$ cat config.mk
export PLATFORM = sky130hd
export DESIGN_NAME = stack_expr_unit
export DESIGN_NICKNAME = d
export VERILOG_FILES = /design/src/rtl/sxu_pkg.sv /design/src/rtl/sxu_alu.sv /design/src/rtl/sxu_stack.sv /design/src/rtl/stack_expr_unit.sv
export SDC_FILE = /design/constraint.sdc
export NUM_CORES = 1
export LEC_CHECK = 0
export BUFFER_PORTS_ARGS = -buffer_cell sky130_fd_sc_hd__buf_2
export CAP_MARGIN = 20
export CORE_UTILIZATION = 60
export DETAILED_ROUTE_END_ITERATION = 8
export PLACE_DENSITY = 0.78
export SYNTH_ARGS = -nofsm -noshare
export SYNTH_HDL_FRONTEND = slang
export SYNTH_SLANG_ARGS = --single-unit
$ cat constraint.sdc
create_clock -name clk -period 59.3 [get_ports clk]
set_clock_uncertainty 0.1 [all_clocks]
set_input_delay 8.895 -clock clk [delete_from_list [all_inputs] [get_ports clk]]
set_output_delay 8.895 -clock clk [all_outputs]
set_load 0.05 [all_outputs]
$ cat src/rtl/sxu_pkg.sv
package sxu_pkg;

    localparam logic [2:0] OP_LOAD  = 3'd0;
    localparam logic [2:0] OP_STORE = 3'd1;
    localparam logic [2:0] OP_ADD   = 3'd2;
    localparam logic [2:0] OP_SUB   = 3'd3;
    localparam logic [2:0] OP_MUL   = 3'd4;
    localparam logic [2:0] OP_DIV   = 3'd5;

    typedef enum logic [1:0] {
        ST_IDLE = 2'd0,
        ST_RD   = 2'd1,
        ST_CAP  = 2'd2,
        ST_WR   = 2'd3
    } ctl_state_e;

    function automatic logic is_arith(input logic [2:0] op);
        return (op == OP_ADD) || (op == OP_SUB) || (op == OP_MUL) || (op == OP_DIV);
    endfunction

endpackage

$ cat src/rtl/sxu_alu.sv
module sxu_alu #(
    parameter int DW = 16
) (
    input  logic [2:0]    op,
    input  logic [DW-1:0] lhs,
    input  logic [DW-1:0] rhs,
    output logic [DW-1:0] result,
    output logic          div_zero
);
    import sxu_pkg::*;

    localparam int PW = 2 * DW;

    logic [PW-1:0] product;

    always_comb begin
        product  = PW'(lhs) * PW'(rhs);
        result   = '0;
        div_zero = 1'b0;
        case (op)
            OP_ADD: result = lhs + rhs;
            OP_SUB: result = lhs - rhs;
            OP_MUL: result = product[DW-1:0];
            OP_DIV: begin
                if (rhs == '0) begin
                    result   = '1;
                    div_zero = 1'b1;
                end else begin
                    result = lhs / rhs;
                end
            end
            default: result = '0;
        endcase
    end

endmodule

$ cat src/rtl/sxu_stack.sv
module sxu_stack #(
    parameter int DEPTH = 8,
    parameter int DW    = 16,
    parameter int CW    = $clog2(DEPTH + 1)
) (
    input  logic          clk,
    input  logic          rst_n,
    input  logic          push_en,
    input  logic          pop_en,
    input  logic          fold_en,
    input  logic [DW-1:0] wr_data,
    output logic [DW-1:0] top_o,
    output logic [DW-1:0] below_o,
    output logic [CW-1:0] cnt_o
);
    localparam int IW = (DEPTH > 1) ? $clog2(DEPTH) : 1;

    typedef struct packed {
        logic [DEPTH-1:0][DW-1:0] slot;
        logic [CW-1:0]            cnt;
    } stk_t;

    stk_t stk_d, stk_q;

    logic [IW-1:0] top_idx, below_idx, free_idx;

    always_comb begin
        top_idx   = IW'(stk_q.cnt - CW'(1));
        below_idx = IW'(stk_q.cnt - CW'(2));
        free_idx  = IW'(stk_q.cnt);
        top_o     = (stk_q.cnt != '0)    ? stk_q.slot[top_idx]   : '0;
        below_o   = (stk_q.cnt > CW'(1)) ? stk_q.slot[below_idx] : '0;
        cnt_o     = stk_q.cnt;

        stk_d = stk_q;
        if (push_en) begin
            stk_d.slot[free_idx] = wr_data;
            stk_d.cnt            = stk_q.cnt + CW'(1);
        end else if (pop_en) begin
            stk_d.cnt = stk_q.cnt - CW'(1);
        end else if (fold_en) begin
            stk_d.slot[below_idx] = wr_data;
            stk_d.cnt             = stk_q.cnt - CW'(1);
        end
    end

    always_ff @(posedge clk or negedge rst_n) begin
        if (!rst_n) stk_q <= '0;
        else        stk_q <= stk_d;
    end

endmodule

$ cat src/rtl/stack_expr_unit.sv
module stack_expr_unit #(
    parameter int DEPTH = 8,
    parameter int DW    = 16,
    parameter int AW    = 8
) (
    input  logic                         clk,
    input  logic                         rst_n,
    input  logic                         instr_valid,
    output logic                         instr_ready,
    input  logic [2:0]                   instr_op,
    input  logic [AW-1:0]                instr_addr,
    output logic                         mem_req,
    output logic                         mem_we,
    output logic [AW-1:0]                mem_addr,
    output logic [DW-1:0]                mem_wdata,
    input  logic [DW-1:0]                mem_rdata,
    output logic [$clog2(DEPTH+1)-1:0]   depth,
    output logic [DW-1:0]                top_data,
    output logic                         err
);
    import sxu_pkg::*;

    localparam int CW = $clog2(DEPTH + 1);

    typedef struct packed {
        ctl_state_e    state;
        logic [AW-1:0] addr;
        logic          err;
    } ctl_t;

    ctl_t ctl_d, ctl_q;

    logic          push_en, pop_en, fold_en, fire;
    logic [DW-1:0] wr_data, top_w, below_w, alu_res;
    logic [CW-1:0] cnt_w;
    logic          alu_dz;

    sxu_stack #(.DEPTH(DEPTH), .DW(DW), .CW(CW)) u_stack (
        .clk     (clk),
        .rst_n   (rst_n),
        .push_en (push_en),
        .pop_en  (pop_en),
        .fold_en (fold_en),
        .wr_data (wr_data),
        .top_o   (top_w),
        .below_o (below_w),
        .cnt_o   (cnt_w)
    );

    sxu_alu #(.DW(DW)) u_alu (
        .op       (instr_op),
        .lhs      (below_w),
        .rhs      (top_w),
        .result   (alu_res),
        .div_zero (alu_dz)
    );

    always_comb begin
        ctl_d   = ctl_q;
        push_en = 1'b0;
        pop_en  = 1'b0;
        fold_en = 1'b0;
        wr_data = '0;
        fire    = instr_valid && (ctl_q.state == ST_IDLE);

        case (ctl_q.state)
            ST_IDLE: begin
                if (fire) begin
                    if (instr_op == OP_LOAD) begin
                        if (cnt_w == CW'(DEPTH)) begin
                            ctl_d.err = 1'b1;
                        end else begin
                            ctl_d.state = ST_RD;
                            ctl_d.addr  = instr_addr;
                        end
                    end else if (instr_op == OP_STORE) begin
                        if (cnt_w == '0) begin
                            ctl_d.err = 1'b1;
                        end else begin
                            ctl_d.state = ST_WR;
                            ctl_d.addr  = instr_addr;
                        end
                    end else if (is_arith(instr_op)) begin
                        if (cnt_w < CW'(2)) begin
                            ctl_d.err = 1'b1;
                        end else begin
                            fold_en = 1'b1;
                            wr_data = alu_res;
                            if (alu_dz) ctl_d.err = 1'b1;
                        end
                    end
                end
            end
            ST_RD: begin
                ctl_d.state = ST_CAP;
            end
            ST_CAP: begin
                push_en     = 1'b1;
                wr_data     = mem_rdata;
                ctl_d.state = ST_IDLE;
            end
            ST_WR: begin
                pop_en      = 1'b1;
                ctl_d.state = ST_IDLE;
            end
            default: ctl_d.state = ST_IDLE;
        endcase
    end

    always_ff @(posedge clk or negedge rst_n) begin
        if (!rst_n) ctl_q <= '{state: ST_IDLE, addr: '0, err: 1'b0};
        else        ctl_q <= ctl_d;
    end

    assign instr_ready = (ctl_q.state == ST_IDLE);
    assign mem_req     = (ctl_q.state == ST_RD) || (ctl_q.state == ST_WR);
    assign mem_we      = (ctl_q.state == ST_WR);
    assign mem_addr    = ctl_q.addr;
    assign mem_wdata   = top_w;
    assign depth       = cnt_w;
    assign top_data    = top_w;
    assign err         = ctl_q.err;

endmodule

After elaboration in Yosys (flattened, before gate mapping)
Cells that the tools add are included.
W data, S select, Z words.
- output and inout bits: 48
- register bits after elaboration: 143
- input port bits: 30
- mux-type cells: 46
- reductions and logical operators: 22
- equal/unequal tests: 18
- divide/modulo/power cells: 1
- magnitude comparators: 7
- multiply operators: 1
- add/subtract/negate cells: 5
- operators by type and width (kind ; number):
    $mux W132 ; 2
    $bwmux W128 ; 2
    $mux W16 ; 12
    $mux W128 ; 1
    $bmux W16 S3 ; 2
    $demux W16 S3 ; 2
    $pmux W16 S4 ; 1
    $pmux W16 S2 ; 1
    $mux W10 ; 3
    $mux W11 ; 2
    $add A16 B16 Y16 ; 1
    $div A16 B16 Y16 ; 1
    $logic_not A16 Y1 ; 1
    $mul A16 B16 Y16 ; 1
    $mux W1 ; 16
    $sub A16 B16 Y16 ; 1
    $lt A3 B4 Y1 const B ; 3
    $reduce_bool A4 Y1 ; 2
    $eq A3 B2 Y1 const B ; 2
    $eq A3 B3 Y1 const B ; 2
    $ge A3 B1 Y1 const B ; 2
    $ne A2 B2 Y1 const B ; 3
    $ne A3 B3 Y1 const B ; 2
    $pmux W2 S3 ; 1
    other kinds (25) ; 34

Longest topological paths before layout
Gate-level depths: netlist (run 1).
- depth in word-level cells: 17
- depth in mapped cells: 155
- mapped depth without buffers: 139

By module
A second synthesis (run 1) with hierarchy kept.
- cell total of the unflattened synthesis: 2268
- area total of the unflattened synthesis: 20498.4 um^2
- by module, submodules not included (module ; area an instance (um^2) ; cells an instance ; instances ; sequential area each (um^2)):
    sxu_alu ; 11991.5 ; 1640 ; 1 ; 0.0
    sxu_stack ; 7503.4 ; 505 ; 1 ; 3303.2
    stack_expr_unit ; 1003.5 ; 123 ; 1 ; 275.3

Worst setup path before layout (run 1)
No wires, ideal clock.
- path type: register to register
- from: register u_stack.stk_q, in the netlist u_stack.cnt_o[0]
- to: register u_stack.stk_q[100] (netlist bit)
- data arrival time: 32.467 ns
- setup slack: 26.608 ns
- buffers on the path: 17
- stages on the path, launching flop included: 143
- required time: 59.075 ns
- library setup time: 0.125 ns
- period minus slack after synthesis: 32.692 ns
- cell sequence: dfrtp_1 -> buf_6 -> buf_12 -> buf_6 -> buf_6 -> buf_2 -> clkinv_1 -> ha_1 -> buf_2 -> buf_2 -> mux4_2 -> o21ai_0 -> nand2_1 -> inv_1 -> ha_1 -> a21oi_1 -> ha_1 -> o21a_1 -> [107 not listed] -> o41ai_1 -> a21o_1 -> clkbuf_1 -> nand2_1 -> o21ai_0 -> ha_1 -> a21boi_0 -> o21a_1 -> o21a_1 -> o21a_1 -> o21a_1 -> o21ai_0 -> nand2b_1 -> a21oi_1 -> o21ai_0 -> a21oi_1 -> a31oi_1 -> mux2_2
- longest elaborated chain between the ends: 17
- elaborated cells on any way between the ends: 47
- classes of those cells: add/sub: 4; mul: 1; div: 1; order compare: 6; mux: 29; reduce/logical: 6
- ends and longest elaborated chain (item ; line ; source):
    from (decl) ; sxu_stack.sv:23 ; stk_t stk_d, stk_q;
    from (signal assigned) ; sxu_stack.sv:49 ; else stk_q <= stk_d;
    $sub A4 B1 Y4 ; n/a ;
    $bmux W16 S3 ; sxu_stack.sv:31 ; top_o = (stk_q.cnt != '0) ? stk_q.slot[top_idx] : '0;
    $mux W16 (not written as such) ; sxu_stack.sv:31 ;
    $mux W16 * ; sxu_stack.sv:31 ;
    named net mem_wdata[0] ; stack_expr_unit.sv:15 ; output logic [DW-1:0] mem_wdata,
    $div A16 B16 Y16 / $logic_not A16 Y1 (equally long branches) ; sxu_alu.sv:29, sxu_alu.sv:25 ;
    $mux W16 ; sxu_alu.sv:25 ; if (rhs == '0) begin
    $pmux W16 S4 * ; sxu_alu.sv:20 ; case (op)
    [2 not listed] ; n/a ;
    $mux W16 * ; stack_expr_unit.sv:76 ; end else if (instr_op == OP_STORE) begin
    $mux W16 * ; stack_expr_unit.sv:69 ; if (instr_op == OP_LOAD) begin
    $mux W16 * ; stack_expr_unit.sv:68 ; if (fire) begin
    $pmux W16 S2 * ; stack_expr_unit.sv:66 ; case (ctl_q.state)
    $bwmux W128 ; sxu_stack.sv:42 ; stk_d.slot[below_idx] = wr_data;
    $mux W132 ; sxu_stack.sv:41 ; end else if (fold_en) begin
    $mux W128 ; sxu_stack.sv:39 ; end else if (pop_en) begin
    $mux W132 * ; sxu_stack.sv:36 ; if (push_en) begin
Mark *: on every way through the listed nets, which the timed path passes. The rest lies on a longest branch. The select of a mux whose other input is x is not followed.
A chain may end at the register's enable or synchronous reset.

Final worst setup path (run 1)
- from: register u_stack.stk_q, in the netlist u_stack.cnt_o[1]
- to: register u_stack.stk_q[52] (netlist bit)
- longest elaborated chain between the ends: 17
- elaborated cells on any way between the ends: 47
- classes of those cells: add/sub: 4; mul: 1; div: 1; order compare: 6; mux: 29; reduce/logical: 6
- ends and longest elaborated chain (item ; line ; source):
    $sub A4 B1 Y4 / $sub A3 B2 Y3 (equally long branches) ; n/a ;
    $bmux W16 S3 (on tied branches) ; sxu_stack.sv:31, sxu_stack.sv:32 ;
    $mux W16 (on tied branches) (2 in series) ; sxu_stack.sv:31, sxu_stack.sv:32 ;
    $div A16 B16 Y16 / $logic_not A16 Y1 (equally long branches) ; sxu_alu.sv:29, sxu_alu.sv:25 ;
    $mux W16 ; sxu_alu.sv:25 ;
    $pmux W16 S4 ; sxu_alu.sv:20 ;
    $mux W16 ; stack_expr_unit.sv:84 ; if (cnt_w < CW'(2)) begin
    $mux W16 ; stack_expr_unit.sv:83 ; end else if (is_arith(instr_op)) begin
    $mux W16 ; stack_expr_unit.sv:76 ;
    $mux W16 ; stack_expr_unit.sv:69 ;
    $mux W16 ; stack_expr_unit.sv:68 ;
    $pmux W16 S2 ; stack_expr_unit.sv:66 ;
    $bwmux W128 ; sxu_stack.sv:42 ;
    $mux W132 ; sxu_stack.sv:41 ;
    $mux W128 ; sxu_stack.sv:39 ;
    $mux W132 ; sxu_stack.sv:36 ;
Parallel ways exist; a longest one is shown, timed or not. The select of a mux whose other input is x is not followed.

==> results of run 1 <==
stage by stage:
| stage | util, % | hold slack, ps | std cells | instance area, um2 | setup slack (ps) |
|---|---|---|---|---|---|
| 2_1_floorplan | - | 346.9 | 2321 | 19790 | 26610 |
| 3_3_place_gp | 62.87 | 351.1 | 2765 | 20460 | 24280 |
| 3_5_place_dp | 62.87 | 360.3 | 2765 | 20460 | 23070 |
| 4_1_cts | 64.73 | 375.1 | 2797 | 21060 | 22910 |
| 5_1_grt | 64.73 | 406.4 | 2797 | 21060 | 19890 |
| 6_report | 64.73 | 372.2 | 2797 | 21060 | 22190 |
sequential cells by signal, indices dropped and copies added, names as in the netlist:
register and count:
ctl_q 2, mem_addr 8, u_stack.cnt_o 4, u_stack.stk_q 128, err 1
worst min path at each step:
stage	endpoint	startpoint	slack, ps	cells after the start
final	mem_addr[1]$_DFFE_PN0P_	mem_addr[1]$_DFFE_PN0P_	370	2
after detailed placement	mem_addr[7]$_DFFE_PN0P_	mem_addr[7]$_DFFE_PN0P_	360	2
after global placement	err$_DFFE_PN0P_	err$_DFFE_PN0P_	350	2
after floorplan	mem_addr[0]$_DFFE_PN0P_	mem_addr[0]$_DFFE_PN0P_	350	2
after CTS	mem_addr[7]$_DFFE_PN0P_	mem_addr[7]$_DFFE_PN0P_	380	2
after global routing	mem_addr[1]$_DFFE_PN0P_	mem_addr[1]$_DFFE_PN0P_	410	2
final cells by class:
type / instances / area [um2] / share of cell area (%)
clock buffer: 18 / 439.2 / 2.085
clock inverter: 14 / 163.9 / 0.7783
inverter: 179 / 671.9 / 3.190
multi-input combinational: 1879 / 14920 / 70.84
sequential: 143 / 3583 / 17.02
tap: 442 / 553.0 / 2.626
timing repair buffer: 122 / 729.5 / 3.464
cell usage after synthesis (45+ instances only):
cell      count  area, um2
xnor2_1      83      727.0
o21ai_0     115      575.6
a21o_1       45      337.8
ha_1        214       2678
fa_1         81       1622
nor3_1       62      310.3
inv_1       170      638.1
nor2_1      282       1059
clkbuf_1     61      229.0
mux2_2       71      799.5
mux4_2       64       1441
dfrtp_1     143       3578
o21a_1       52      390.4
nand2_1     224      840.8
a21oi_1     168      840.8
critical path: cells and delay by family (launching register included):
family	cells	cell delay, ps
AND/OR/NAND/NOR	29	7820
multiplexers	9	3400
flip-flops	1	340
AO/OA/AOI/OAI	72	18390
buffers and inverters	7	2030
adder cells (fa/ha/maj)	16	4830
cells by family (layout without fill, tap and decap cells):
| family | count (synthesis) | in the layout | share of synthesized area (%) |
|---|---|---|---|
| buffers and inverters | 299 | 333 | 6.670 |
| muxes | 153 | 153 | 12.30 |
| DFF | 143 | 143 | 18.08 |
| and+or+nand+nor | 729 | 729 | 16.37 |
| xor gates and xnor gates | 121 | 121 | 5.494 |
| adders and majority gates | 295 | 295 | 21.72 |
| AOI/OAI and AO/OA | 581 | 581 | 19.37 |
routing by layer:
metal,track usage (%),wire length (um),vias to the layer above
met5,0,0,-
li1,-,-,8268
met2,64.98,30580,957
met3,7.666,5941,184
met1,51.48,26540,9079
met4,19.13,3301,0
placed cells by master, fill, tap and decap left out, types with 22 or more instances in the layout:
| cell type | n |
|---|---|
| buf_4 | 45 |
| ha_1 | 214 |
| o21a_1 | 52 |
| nor3_1 | 62 |
| xnor2_1 | 83 |
| mux4_2 | 64 |
| a21o_1 | 45 |
| dfrtp_1 | 141 |
| buf_2 | 76 |
| inv_1 | 170 |
| fa_1 | 81 |
| and2_1 | 27 |
| nor2_1 | 275 |
| nand3_1 | 22 |
| xor2_1 | 36 |
| nand2_1 | 224 |
| o21ai_0 | 115 |
| a21oi_1 | 168 |
| mux2_2 | 71 |
==> impl_metrics.yaml, run 1 <==
synthesis:
  ys_seq_area_share_pct: 18.08
  async_flop_share_pct: 100.0
  synth_edf_count: 0
  ys.flop_type: "dfrtp_1"
  ys.warnings.count: 0
  synth.distinct_cells: 92
  syn-instance-count: 2321
  ys_ff_latch: 143
  synth_area_um2: 19790
  syn_nets: 2646
  syn_area_per_cell_um2: 8.527
route:
  via_per_inst: 6.610
  routedWlPerCell_um: 23.72
  firstDrtPassIters: 5
  finalWirelength_um: 66360
  drc_errors: 0
  final_antenna_net_count: 0
  via_count: 18490
  drtIter0Drc: 1749
sta:
  finalHoldViolCount: 0
  slew_violations: 0
  setup_violations: 0
  fin_crit_ps: 37110
  rsz0062_at_grt: "false"
  fmax_ghz: 0.02695
  setup_tns_ps: 0
  slew_headroom_pct: 23.54
  tightest_slew_ps: 1147
  min_period_over_period_pct: 62.58
global_route:
  antenna_found_initial: 0
  grt_start_max_net_pins: 98
  grt_pass1_wl_um: 102400
  grt.overflow.total: 0
  grt_util_all_layers_pct: 40.05
  grt_pass1_vias: 17930
cts:
  cts.sinks: 143
  cts.repair.resized: 0
  post-cts-setup-buffers: 0
  clk_latency_ps: 430
  clockBufferDepth: 2
  cts_buffers: 17
  h-tree-depth: 4
  postCtsHoldBufs: 0
  clk_transition_reported_paths_ps: 60
  cts_tree: "done"
  cts_root_buffer: "clkbuf_16"
run_status:
  outcome: "completed"
placement:
  post-dp-hpwl_um: 50130
  port_buffers: 77
  place.gp.congestion: 1.001
critical_path:
  rrSetupSlack_ps: 22190
  worst-path-max-fanout: 38
  endpoint_kind: "register"
  slowest_stage: "o21ai_1"
  crit_path_frequent_cell: "o21a_1"
  critPathMaxStageDelay_ps: 740
  cp-start-kind: "register"
  reg2reg_depth: 133
  r2r-end: "u_stack.stk_q[52]$_DFFE_PN0P_"
  setup.worst_path.class: "register to register"
  crit_start: "u_stack.cnt_o[1]$_DFFE_PN0P_"
  cp-endpoint: "u_stack.stk_q[52]$_DFFE_PN0P_"
  worstPathArrival_ps: 37310
  cp.required_ps: 59510
  r2r-start: "u_stack.cnt_o[1]$_DFFE_PN0P_"
finish:
  nNetsFinal: 2667
  drive_gt1_share_pct: 14.65
  diodes: 0
  fill_cells: 2850
  area_delta_synth_final_pct: 6.410
floorplanning:
  core_um2: 32540
  start_util_pct: 60.83
  rows: 66
  ioPinCount: 78
  die_width_um: 183.6
  dieArea_um2: 33720
  die_h_um: 183.6
worst_hold_path:
  hp-class: "register to register"
job:
  drv_cap: 0
Power of run 1 is not shown: default switching activity piles up to over one toggle a cycle in this logic, so the estimate is an artifact.
==> run 2: changes to the inputs <==
Settings changed: CORE_UTILIZATION 60 to 59, PLACE_DENSITY 0.78 to 0.8.
Clock period 59.3 ns to 30.7 ns, I/O delays scaled along.
==> run 2 against run 1 <==
Compared with the run above: design area rose by 6.6%; highest routed layer unchanged; hold slack worse by 2.9 ps; core utilization rose by 3.8 points; count of clock-buffer cells in the layout is 5 higher; critical path depth decreased by 3; non-clock buffer count up 102; routed wire length rose by 4.7%.
==> impl_metrics.yaml, run 2 (same netlist as run 1, synthesis figures left out) <==
floorplanning:
  start_util_pct: 60.37
  die_width_um: 185.2
  rows: 66
  die_h_um: 185.2
  dieArea_um2: 34280
  core_um2: 32780
  ioPinCount: 78
placement:
  post-dp-hpwl_um: 50970
  place.gp.congestion: 1.020
  pre_cts_ws_ps: -628.8
  port_buffers: 77
sta:
  min_period_over_period_pct: 96.48
  setup_violations: 0
  fmax_ghz: 0.03376
  fin_crit_ps: 29620
  tightest_slew_ps: 1070
  slew_headroom_pct: 28.51
  final_critical_path_setup_slack_ps: 1081
  finalHoldViolCount: 0
  slew_violations: 0
cts:
  cts_root_buffer: "clkbuf_16"
  clk_transition_reported_paths_ps: 60
  clk_latency_ps: 430
  cts_tree: "done"
  cts.sinks: 143
  cts_buffers: 17
  h-tree-depth: 4
  clockBufferDepth: 2
finish:
  drive_gt1_share_pct: 21.95
  area_delta_synth_final_pct: 13.48
  mostFrequentLayoutCells: "nor2_1, nand2_1, ha_1"
  largest_reg_flops: 128
  diodes: 0
  final_common_cell: "nor2_1"
  nNetsFinal: 2769
  regMostFlops: "u_stack.stk_q"
route:
  finalWirelength_um: 69510
  routedWlPerCell_um: 23.98
  via_count: 19200
  drtIter0Drc: 2081
  final_antenna_net_count: 0
  firstDrtPassIters: 6
  via_per_inst: 6.626
  drc_errors: 0
critical_path:
  crit_family: "compound AO/OA/AOI/OAI gates"
  setup.worst_path.class: "register to register"
  crit_path_frequent_cell: "ha_1"
  slowest_stage: "or4_1"
  cp.required_ps: 30910
  critPathMaxStageDelay_ps: 520
  path_buf_inv: 13
  worst-path-max-fanout: 16
  worstPathArrival_ps: 29830
  endpoint_kind: "register"
  cp-start-kind: "register"
run_status:
  outcome: "completed"
global_route:
  grt_pass1_vias: 18650
  grt_start_max_net_pins: 81
  grt_util_all_layers_pct: 40.37
  grt_pass1_wl_um: 104500
  antenna_found_initial: 0
  grt.overflow.total: 0
worst_hold_path:
  hp-class: "register to register"
job:
  drv_cap: 0
==> run 2: cell types whose count changed in the layout (fill, tap and decap cells not counted), moves of 7 or more <==
| cell | delta |
|---|---|
| nor2_1 | -14 |
| ha_1 | -7 |
| nor2_2 | +12 |
| a21oi_1 | -11 |
| o21ai_0 | -12 |
| o21ai_1 | +7 |
| a21oi_2 | +9 |
| nor3_1 | -7 |
| buf_4 | +87 |
==> run 2: final timing paths <==
check                                        startpoint                              to  slack, ps  cells past startpoint
setup / recovery           u_stack.cnt_o[0]$_DFFE_PN0P_  u_stack.stk_q[100]$_DFFE_PN0P_       1080                    130
hold / removal                  mem_addr[3]$_DFFE_PN0P_         mem_addr[3]$_DFFE_PN0P_        370                      2
setup reg to reg           u_stack.cnt_o[0]$_DFFE_PN0P_  u_stack.stk_q[100]$_DFFE_PN0P_       1080                    130
hold reg to reg                 mem_addr[3]$_DFFE_PN0P_         mem_addr[3]$_DFFE_PN0P_        370                      2
max in group asynchronous                         rst_n  u_stack.stk_q[124]$_DFFE_PN0P_      25440                      3
min in group asynchronous                         rst_n   u_stack.stk_q[81]$_DFFE_PN0P_       4050                      1
==> run 2: metal layers <==
layer / vias up / GRT usage, % / wire [um]
li1: 8476 / - / -
met2: 1165 / 63.95 / 31490
met4: 0 / 21.59 / 4189
met3: 304 / 7.530 / 6725
met1: 9256 / 52.41 / 27100
met5: - / 0 / 0
==> run 2: final cells by class <==
class,count,area [um2]
clock buffer,23,488.0
clock inverter,8,58.81
fill,2617,10320
inverter,179,680.7
multi-input combinational,1879,15480
sequential,143,3585
tap,442,553.0
timing repair buffer,224,1610
==> run 2: timing repair <==
item | 4_1_cts | 5_1_grt
setup endpoints to repair | 8 | 16
pin swaps | 4 | 36
hold buffers | 0 | 0
resized for setup | 13 | 118
setup buffers | 4 | 47
gates cloned | 0 | 5
==> run 2: tightest hold or removal path, cell delays in order, from the launching register on <==
cell and delay, ps:
dfrtp_1 330, nand2_1 50, nand2_1 60
==> run 2: stage by stage <==
step / instance area [um2] / hold WS (ps) / setup TNS (ps) / util [%] / std cells
finish: 22460 / 369.3 / 0 / 68.51 / 2898
global route: 22460 / 394.6 / -2430 / 68.51 / 2898
CTS: 21520 / 370.7 / 0 / 65.64 / 2845
detailed placement: 20890 / 356.3 / -4961 / 63.73 / 2810
global placement: 20890 / 352.3 / 0 / 63.73 / 2810
floorplan: 19880 / 346.9 / 0 / - / 2321
Power of run 2 is left out for the same reason.
